--- src/rtl/cpuseq_pkg.sv ---
package cpuseq_pkg;

    localparam int DW = 8;
    localparam int AW = 2 * DW;
    localparam int TW = 3;
    localparam int MW = 3;

    typedef enum logic [2:0] {
        CY_FETCH  = 3'd0,
        CY_MREAD  = 3'd1,
        CY_MWRITE = 3'd2,
        CY_INPUT  = 3'd3,
        CY_OUTPUT = 3'd4
    } cyc_e;

    typedef enum logic [2:0] {
        OP_IDLE,
        OP_ADD_REG,
        OP_ADD_MEM,
        OP_STORE_HL,
        OP_PORT_IN,
        OP_PORT_OUT
    } op_e;

    typedef struct packed {
        cyc_e          kind;
        logic [TW-1:0] n_states;
        logic          last;
    } mc_plan_t;

    localparam logic [DW-1:0] OPC_ADD_MEM  = 8'h86;
    localparam logic [DW-1:0] OPC_STORE_HL = 8'h22;
    localparam logic [DW-1:0] OPC_PORT_IN  = 8'hDB;
    localparam logic [DW-1:0] OPC_PORT_OUT = 8'hD3;
    localparam logic [4:0]    OPC_ADD_GRP  = 5'b10000;

    localparam logic [TW-1:0] FETCH_STATES = 3'd4;
    localparam logic [TW-1:0] XFER_STATES  = 3'd3;

    function automatic op_e classify(input logic [DW-1:0] ir);
        op_e r;
        if (ir == OPC_ADD_MEM)              r = OP_ADD_MEM;
        else if (ir[7:3] == OPC_ADD_GRP)    r = OP_ADD_REG;
        else if (ir == OPC_STORE_HL)        r = OP_STORE_HL;
        else if (ir == OPC_PORT_IN)         r = OP_PORT_IN;
        else if (ir == OPC_PORT_OUT)        r = OP_PORT_OUT;
        else                                r = OP_IDLE;
        return r;
    endfunction

    function automatic mc_plan_t plan_cycle(input op_e op, input logic [MW-1:0] mc);
        mc_plan_t p;
        p.kind     = CY_FETCH;
        p.n_states = FETCH_STATES;
        p.last     = 1'b1;
        if (mc == '0) begin
            p.last = (op == OP_IDLE) || (op == OP_ADD_REG);
        end else begin
            p.n_states = XFER_STATES;
            unique case (op)
                OP_ADD_MEM: begin
                    p.kind = CY_MREAD;
                    p.last = 1'b1;
                end
                OP_STORE_HL: begin
                    p.kind = (mc <= 3'd2) ? CY_MREAD : CY_MWRITE;
                    p.last = (mc == 3'd4);
                end
                OP_PORT_IN: begin
                    p.kind = (mc == 3'd1) ? CY_MREAD : CY_INPUT;
                    p.last = (mc == 3'd2);
                end
                OP_PORT_OUT: begin
                    p.kind = (mc == 3'd1) ? CY_MREAD : CY_OUTPUT;
                    p.last = (mc == 3'd2);
                end
                default: begin
                    p.n_states = FETCH_STATES;
                    p.last     = 1'b1;
                end
            endcase
        end
        return p;
    endfunction

endpackage

--- src/rtl/cpuseq_decode.sv ---
module cpuseq_decode
    import cpuseq_pkg::*;
(
    input  logic [DW-1:0] ir,
    input  logic [MW-1:0] mc_idx,
    output op_e           op,
    output mc_plan_t      plan
);
    always_comb begin
        op   = classify(ir);
        plan = plan_cycle(op, mc_idx);
    end
endmodule

--- src/rtl/cpuseq_timing.sv ---
module cpuseq_timing
    import cpuseq_pkg::*;
(
    input  logic          clk,
    input  logic          rst,
    input  logic [TW-1:0] n_states,
    input  logic          last_mc,
    output logic [TW-1:0] t_state,
    output logic [MW-1:0] mc_idx,
    output logic          insn_end
);
    logic cyc_end;

    assign cyc_end  = (t_state == n_states);
    assign insn_end = cyc_end && last_mc;

    always_ff @(posedge clk) begin
        if (rst) begin
            t_state <= 3'd1;
            mc_idx  <= '0;
        end else if (cyc_end) begin
            t_state <= 3'd1;
            mc_idx  <= last_mc ? '0 : mc_idx + 3'd1;
        end else begin
            t_state <= t_state + 3'd1;
        end
    end
endmodule

--- src/rtl/cpuseq_regs.sv ---
module cpuseq_regs
    import cpuseq_pkg::*;
#(
    parameter logic [AW-1:0] RESET_PC = '0
) (
    input  logic          clk,
    input  logic          rst,
    input  cyc_e          kind,
    input  op_e           op,
    input  logic [MW-1:0] mc_idx,
    input  logic [TW-1:0] t_state,
    input  logic [DW-1:0] rdata,
    input  logic [DW-1:0] src_data,
    output logic [AW-1:0] pc,
    output logic [DW-1:0] ir,
    output logic [AW-1:0] wz,
    output logic [DW-1:0] acc
);
    logic [DW-1:0] tmp;

    always_ff @(posedge clk) begin
        if (rst) begin
            pc  <= RESET_PC;
            ir  <= '0;
            wz  <= '0;
            acc <= '0;
            tmp <= '0;
        end else begin
            unique case (kind)
                CY_FETCH: begin
                    if (t_state == 3'd3) begin
                        ir <= rdata;
                        pc <= pc + 16'd1;
                    end else if (t_state == 3'd4 && op == OP_ADD_REG) begin
                        acc <= acc + src_data;
                    end
                end
                CY_MREAD: begin
                    if (op == OP_ADD_MEM) begin
                        if (t_state == 3'd2) tmp <= rdata;
                        if (t_state == 3'd3) acc <= acc + tmp;
                    end else if (t_state == 3'd3) begin
                        pc <= pc + 16'd1;
                        if (mc_idx == 3'd1) wz[DW-1:0]  <= rdata;
                        else                wz[AW-1:DW] <= rdata;
                    end
                end
                CY_MWRITE: begin
                    if (t_state == 3'd3 && mc_idx == 3'd3) wz <= wz + 16'd1;
                end
                CY_INPUT: begin
                    if (t_state == 3'd3) acc <= rdata;
                end
                default: ;
            endcase
        end
    end
endmodule

--- src/rtl/cpuseq_bus.sv ---
module cpuseq_bus
    import cpuseq_pkg::*;
(
    input  cyc_e          kind,
    input  op_e           op,
    input  logic [MW-1:0] mc_idx,
    input  logic [TW-1:0] t_state,
    input  logic [AW-1:0] pc,
    input  logic [AW-1:0] wz,
    input  logic [DW-1:0] acc,
    input  logic [DW-1:0] reg_h,
    input  logic [DW-1:0] reg_l,
    output logic [AW-1:0] addr,
    output logic [DW-1:0] wdata,
    output logic          rd_stb,
    output logic          wr_stb
);
    logic rd_kind, wr_kind;

    always_comb begin
        addr  = pc;
        wdata = '0;
        unique case (kind)
            CY_FETCH:  addr = pc;
            CY_MREAD:  addr = (op == OP_ADD_MEM) ? {reg_h, reg_l} : pc;
            CY_MWRITE: begin
                addr  = wz;
                wdata = (mc_idx == 3'd3) ? reg_l : reg_h;
            end
            CY_INPUT:  addr = {wz[DW-1:0], wz[DW-1:0]};
            CY_OUTPUT: begin
                addr  = {wz[DW-1:0], wz[DW-1:0]};
                wdata = acc;
            end
            default: ;
        endcase
    end

    assign rd_kind = (kind == CY_FETCH) || (kind == CY_MREAD) || (kind == CY_INPUT);
    assign wr_kind = (kind == CY_MWRITE) || (kind == CY_OUTPUT);
    assign rd_stb  = rd_kind && (t_state == 3'd2 || t_state == 3'd3);
    assign wr_stb  = wr_kind && (t_state == 3'd2);
endmodule

--- src/rtl/cpu_bus_seq.sv ---
module cpu_bus_seq
    import cpuseq_pkg::*;
#(
    parameter logic [15:0] RESET_PC = 16'h0000
) (
    input  logic        clk,
    input  logic        rst,
    input  logic [7:0]  bus_rdata,
    input  logic [7:0]  reg_h,
    input  logic [7:0]  reg_l,
    input  logic [7:0]  src_data,
    output logic [2:0]  src_sel,
    output logic [15:0] bus_addr,
    output logic [7:0]  bus_wdata,
    output logic        rd_stb,
    output logic        wr_stb,
    output logic [2:0]  cyc_type,
    output logic [2:0]  t_state,
    output logic        insn_end,
    output logic [7:0]  acc_q
);
    logic [DW-1:0] ir;
    logic [AW-1:0] pc, wz;
    logic [MW-1:0] mc_idx;
    op_e           op;
    mc_plan_t      plan;

    cpuseq_decode u_dec (
        .ir     (ir),
        .mc_idx (mc_idx),
        .op     (op),
        .plan   (plan)
    );

    cpuseq_timing u_tim (
        .clk      (clk),
        .rst      (rst),
        .n_states (plan.n_states),
        .last_mc  (plan.last),
        .t_state  (t_state),
        .mc_idx   (mc_idx),
        .insn_end (insn_end)
    );

    cpuseq_regs #(.RESET_PC(RESET_PC)) u_regs (
        .clk      (clk),
        .rst      (rst),
        .kind     (plan.kind),
        .op       (op),
        .mc_idx   (mc_idx),
        .t_state  (t_state),
        .rdata    (bus_rdata),
        .src_data (src_data),
        .pc       (pc),
        .ir       (ir),
        .wz       (wz),
        .acc      (acc_q)
    );

    cpuseq_bus u_bus (
        .kind    (plan.kind),
        .op      (op),
        .mc_idx  (mc_idx),
        .t_state (t_state),
        .pc      (pc),
        .wz      (wz),
        .acc     (acc_q),
        .reg_h   (reg_h),
        .reg_l   (reg_l),
        .addr    (bus_addr),
        .wdata   (bus_wdata),
        .rd_stb  (rd_stb),
        .wr_stb  (wr_stb)
    );

    assign cyc_type = plan.kind;
    assign src_sel  = ir[2:0];
endmodule

--- config.mk ---
export PLATFORM = sky130hd
export DESIGN_NAME = cpu_bus_seq
export DESIGN_NICKNAME = d
export VERILOG_FILES = /design/src/rtl/cpuseq_pkg.sv /design/src/rtl/cpuseq_decode.sv /design/src/rtl/cpuseq_timing.sv /design/src/rtl/cpuseq_regs.sv /design/src/rtl/cpuseq_bus.sv /design/src/rtl/cpu_bus_seq.sv
export SDC_FILE = /design/constraint.sdc
export NUM_CORES = 1
export LEC_CHECK = 0
export BUFFER_PORTS_ARGS = -buffer_cell sky130_fd_sc_hd__buf_2
export CORE_ASPECT_RATIO = 0.9
export CORE_MARGIN = 5
export CORE_UTILIZATION = 35
export CTS_CLUSTER_SIZE = 28
export DETAILED_ROUTE_END_ITERATION = 8
export HOLD_SLACK_MARGIN = 0.03
export REMOVE_ABC_BUFFERS = 1
export SLEW_MARGIN = 20
export SYNTH_ARGS = -nofsm -noshare
export SYNTH_HDL_FRONTEND = slang
export SYNTH_SLANG_ARGS = --single-unit
--- constraint.sdc ---
create_clock -name clk -period 7.35 [get_ports clk]
set_clock_uncertainty 0.15 [all_clocks]
set_input_delay 0.3675 -clock clk [delete_from_list [all_inputs] [get_ports clk]]
set_output_delay 0.3675 -clock clk [all_outputs]
set_load 0.03 [all_outputs]
# After elaboration in Yosys (flattened, before gate mapping)
# Cells that the tools add are included.
# classes
add_sub_neg,6
multipliers,0
div_mod_pow,0
order_cmp,1
eq_ne,31
shifts,0
muxes,33
bitwise_logic,0
reduce_logical,26
# ops
operator,n
$mux W16,6
$mux W8,8
$pmux W16 S2,2
$pmux W16 S3,1
$add A16 B1 Y16 const B,2
$eq A3 B2 Y1 const B,8
$eq A8 B8 Y1 const B,3
$mux W3,8
$pmux W8 S3,1
$add A8 B8 Y8,2
$ne A2 B2 Y1 const B,8
$pmux W8 S2,1
$eq A3 B3 Y1 const B,5
$pmux W3 S4,1
$reduce_and A5 Y1,2
$eq A3 B1 Y1 const B,3
$logic_not A3 Y1,3
$eq A8 B6 Y1 const B,1
$add A3 B1 Y3 const B,2
$mux W6,1
$reduce_and A6 Y1,1
$reduce_or A2 Y1,3
$eq A5 B5 Y1 const B,1
$logic_and A1 B1 Y1,5
12 further kinds,19
# totals
ff_bits,62
latchBits,0
mem_bits_rw,0
rom_bits,0
inputBits,34
output_inout_bits,44
elab_cells,105
memories,0

# Depth between registers and ports, before layout
# depth
ltp_word,14
mapped_depth,16
ltp_nobuf,16

# Modules after synthesis
# Synthesis repeated with hierarchy kept, for this count alone.
# unflattened
cells_unflattened,547
hier_area_um2,4535.6
# modules_own_cells
mod,instances,cells_each,area_each_um2,seq_area_each_um2
cpuseq_regs,1,389,3230.6,1121.1
cpuseq_bus,1,96,745.7,0.0
cpuseq_timing,1,33,346.6,120.1
cpuseq_decode,1,29,212.7,0.0

# Least setup slack after synthesis
# OpenSTA, ideal clock, no wires.
# synth_path
path_kind,register to register
from,register u_regs.ir[2]
to,register u_regs.acc[6]
setup_time_ns,0.086
arrival_ns,3.494
required_time_ns,7.114
slack_ns,3.621
stages_incl_launch_ff,16
path_buffers,1
cell_sequence,dfxtp_1 -> buf_2 -> or3b_1 -> o31a_1 -> o22ai_2 -> nand4_2 -> mux2_2 -> ha_1 -> fa_1 -> a21o_1 -> a21oi_1 -> o21bai_1 -> a21oi_1 -> xnor2_1 -> mux2i_1 -> a211oi_1
# synth_between
elab_chain_len,12
# synth_lines
element,line_no,rtl
start: declaration,cpuseq_regs.sv:15,"output logic [DW-1:0] ir,"
start signal: assignment,cpuseq_regs.sv:32,ir <= rdata;
$eq A8 B8 Y1,cpuseq_pkg.sv:46,else if (ir == OPC_PORT_OUT) r = OP_PORT_OUT;
$mux W3,cpuseq_pkg.sv:46,
$mux W3,cpuseq_pkg.sv:45,else if (ir == OPC_PORT_IN) r = OP_PORT_IN;
$mux W3,cpuseq_pkg.sv:44,else if (ir == OPC_STORE_HL) r = OP_STORE_HL;
$mux W3,cpuseq_pkg.sv:43,else if (ir[7:3] == OPC_ADD_GRP) r = OP_ADD_REG;
$mux W3 *,cpuseq_pkg.sv:42,if (ir == OPC_ADD_MEM) r = OP_ADD_MEM;
"$eq A3 B3 Y1, or another cell as far along",cpuseq_pkg.sv:60,unique case (op)
$pmux W3 S4,cpuseq_pkg.sv:60,
$mux W6,cpuseq_pkg.sv:56,if (mc == '0) begin
"$eq A3 B1 Y1, or another cell as far along",cpuseq_regs.sv:29,unique case (kind)
"$ne A2 B1 Y1 (no source line), or another cell as far along",n/a,
$reduce_and A6 Y1 (no source line),n/a,
end signal: assignment,cpuseq_regs.sv:35,acc <= acc + src_data;
end signal: assignment,cpuseq_regs.sv:41,if (t_state == 3'd3) acc <= acc + tmp;
end signal: assignment,cpuseq_regs.sv:52,if (t_state == 3'd3) acc <= rdata;
end: declaration,cpuseq_regs.sv:17,output logic [DW-1:0] acc
# Every way passes the cells marked *; elsewhere a longest branch is shown, timed or not.
# A chain may end at the register's enable or synchronous reset.

# Worst setup path after layout
# Ends and elaborated chain as after synthesis.

==> flow_summary_export.csv <==
group,metric,value,unit
clock_network,cts_sinks,62,
detailed_routing,drt_iter0_drc,725,
global_route,grt_first_pass_wirelength,22500,um
detailed_routing,drt-total-wl,14100,um
final_layout,fillers,1246,
yosys,synthesis.area,4300,sq um
clock_network,cts_setup_buffers,0,
worst_setup_path,worstPathRequired,7.44,ns
detailed_routing,firstDrtPassIters,8,
floorplan,rows,38,
placement,dp.cells,743,
placement,placed_area,4760,sq um
timing,relSlewSlack,0.287,
clock_network,clkSlewWorstSetupHoldPaths,0.06,ns
timing,rsz0062_at_grt,"false",
global_route,overflow,0,
clock_network,cts_hold_buffers,0,
timing,drv_slew,0,
clock_network,cts_root_buf,"clkbuf_16",
run_status,status,"finished, final reports clean",
yosys,yosysWarnings,0,
worst_setup_path,worstSetupEndpointType,"register",
worst_setup_path,worstPathMaxFanout,10,
detailed_routing,vias_per_cell,5.83,
yosys,synthAdderAreaFrac,0.0600,
final_layout,final_nets,649,
global_route,antenna_found_initial,0,
detailed_routing,vias,4430,
final_layout,area_growth,18.5,%
power,fin_total_pwr,930,uW
yosys,synth-seq-area-share,0.289,
yosys,synthSimpleGateAreaFrac,0.241,
floorplan,pin_count,78,
clock_network,cts_buffer_depth,2,
clock_network,h-tree-depth,3,
floorplan,initial_utilization,0.357,
detailed_routing,drtAntennaViolNets,0,
timing,period_minus_slack,4.14,ns
timing,setup_tns,0,ns
floorplan,coreArea,12000,sq um
worst_hold_path,hold_class,"in2reg",
yosys,ys_async_sr_fraction,0,
placement,dpl.hpwl,10500,um
placement,numPortBuffers,77,
power,cellPowerDensity,183,nW/um^2
yosys,synth_compound_area_frac,0.230,
worst_setup_path,path_class,"reg2reg",
final_layout,finalInstanceArea,5090,sq um
yosys,synth_top_family_by_area,"simple AND/OR/NAND/NOR gates",
timing,hold_viol,0,
floorplan,fp.dieArea,14600,sq um
yosys,synth.avg_cell_area,8.04,sq um
global_route,grt_pass1_vias,4230,
clock_network,cts_made_buffers,9,
yosys,ys_seq_elements,62,
power,total_leakage_power,0.00216,uW
placement,pre_cts_slack,3.25,ns
final_layout,fin_cells,760,
yosys,yosys_most_used_dff,"dfxtp_1",
final_layout,drive_gt1_frac,0.200,
yosys,synth-edff-count,0,
timing,worst_pin_slew,1.06,ns
clock_network,cts-resized-gates,0,
global_route,grt_use_total,0.192,
detailed_routing,wl_per_cell,18.6,um
power,max-vdd-ir-drop,0.102,mV
worst_setup_path,cp.arrival,4.23,ns
timing,setup_violations,0,
yosys,synthCells,534,
global_route,grt_max_degree,60,
yosys,synthXorXnorAreaFrac,0.0204,
floorplan,die_x,127,um
job,maxCapViolCount,0,
detailed_routing,drc,0,
timing,clock.fmax,241,MHz
yosys,yosysUniqueCellTypes,62,
timing,final.setup.worst_slack,3.21,ns
yosys,synthMuxAreaShare,0.101,
clock_network,cts_tree,"built",
placement,place.gp.congestion,0.897,
floorplan,die_h,115,um
final_layout,n_antenna_cell,0,
clock_network,clk_latency,0.34,ns
timing,fin_crit_sh,0.564,
worst_setup_path,startpoint_type,"register",
[layout make-up]
class	count	area [sq um]	area share
tap	160	200	0.0393
multi-input combinational	411	2800	0.550
clock buffer	9	225	0.0442
timing repair buffer	80	408	0.0801
clock inverter	7	98.8	0.0194
inverter	31	116	0.0229
sequential	62	1240	0.244
[power breakdown]
group	leakage, uW	internal (uW)	total (uW)	switching, uW
sequential	0.000501	345	355	10.9
combinational	0.00151	39.4	111	71.9
clock	0.000144	297	463	166
[metrics by stage]
stage          utilization  hold WS, ns
2_1_floorplan            -        0.287
3_3_place_gp         0.396        0.263
3_5_place_dp         0.396        0.268
4_1_cts              0.423        0.207
5_1_grt              0.423        0.226
6_report             0.423        0.212
[registers in the layout (all words and copies together), names as in the netlist]
signal and flops:
u_tim.t_state 3, u_regs.acc 8, u_regs.wz 16, u_regs.ir 8, u_tim.mc_idx 3, u_regs.tmp 8, u_regs.pc 16
[synth_stat cells (3+ instances only)]
cell type	count	area (sq um)
nand2_1	65	244
dfxtp_1	62	1240
nor2_1	44	165
a21oi_1	32	160
mux2i_1	30	300
inv_1	28	105
nand3_1	23	115
o21ai_0	21	105
ha_1	19	238
clkbuf_1	17	63.8
or3_1	17	106
a222oi_1	16	160
a32o_1	13	130
mux2_2	12	135
buf_2	10	50.1
nor2b_1	9	56.3
o211ai_1	9	67.6
nand3b_1	8	60.1
nand4_1	7	43.8
xnor2_1	7	61.3
nor3_1	6	30.0
and3_1	5	31.3
nor4_1	5	31.3
o31ai_1	5	37.5
a31oi_1	4	25.0
and2_1	4	25.0
nand2b_1	4	25.0
a311oi_1	3	26.3
buf_4	3	22.5
o31a_1	3	26.3
xor2_1	3	26.3
[worst max-delay path, cell delays in order, from the launching register on]
cell	delay, ns
dfxtp_1	0.39
or3b_1	0.42
o31a_1	0.29
o22ai_2	0.26
nand4_2	0.36
mux2_2	0.38
ha_1	0.21
fa_1	0.40
a21o_1	0.17
a21oi_1	0.23
o21bai_1	0.11
a21oi_1	0.18
xnor2_1	0.13
mux2i_1	0.09
a211oi_1	0.26
[logic make-up (layout without fill, tap and decap cells)]
family          after synthesis  count (layout)
compound gates              132             132
simple gates                207             207
flops                        62              62
xor+xnor                     10              10
mux                          42              42
buf+inv                      61             127
fa+ha+maj                    20              20
[worst paths after layout]
path               startpoint                to  slack [ns]  depth (start not counted)
max              u_regs.ir[2]     u_regs.acc[6]        3.21                         14
max reg2reg      u_regs.ir[2]     u_regs.acc[6]        3.21                         14
min              bus_rdata[1]      u_regs.ir[1]        0.21                          3
min reg2reg  u_tim.t_state[0]  u_tim.t_state[0]        0.28                          1
[layout by cell type (no fill, tap or decap), types with 3 or more instances in the layout]
cell type / count
a21oi_1: 32
a222oi_1: 16
a311oi_1: 3
a31oi_1: 4
a32o_1: 13
and2_1: 4
and3_1: 5
buf_2: 77
buf_4: 3
clkbuf_16: 9
clkinvlp_4: 4
dfxtp_1: 62
ha_1: 19
inv_1: 28
mux2_2: 12
mux2i_1: 30
nand2_1: 65
nand2b_1: 4
nand3_1: 23
nand3b_1: 8
nand4_1: 7
nor2_1: 44
nor2b_1: 9
nor3_1: 6
nor4_1: 5
o211ai_1: 9
o21ai_0: 21
o31a_1: 3
o31ai_1: 5
or3_1: 17
xnor2_1: 7
xor2_1: 3
[layer usage]
metal | global-route usage | vias to the layer above | part of all wire | routed length [um]
met2 | 0.309 | 148 | 0.47 | 6630
li1 | - | 2100 | - | -
met1 | 0.257 | 2162 | 0.46 | 6510
met3 | 0.0381 | 20 | 0.052 | 737
met4 | 0.0679 | 0 | 0.018 | 261
met5 | 0 | - | 0 | 0
Power figures use the tool's default switching activity.
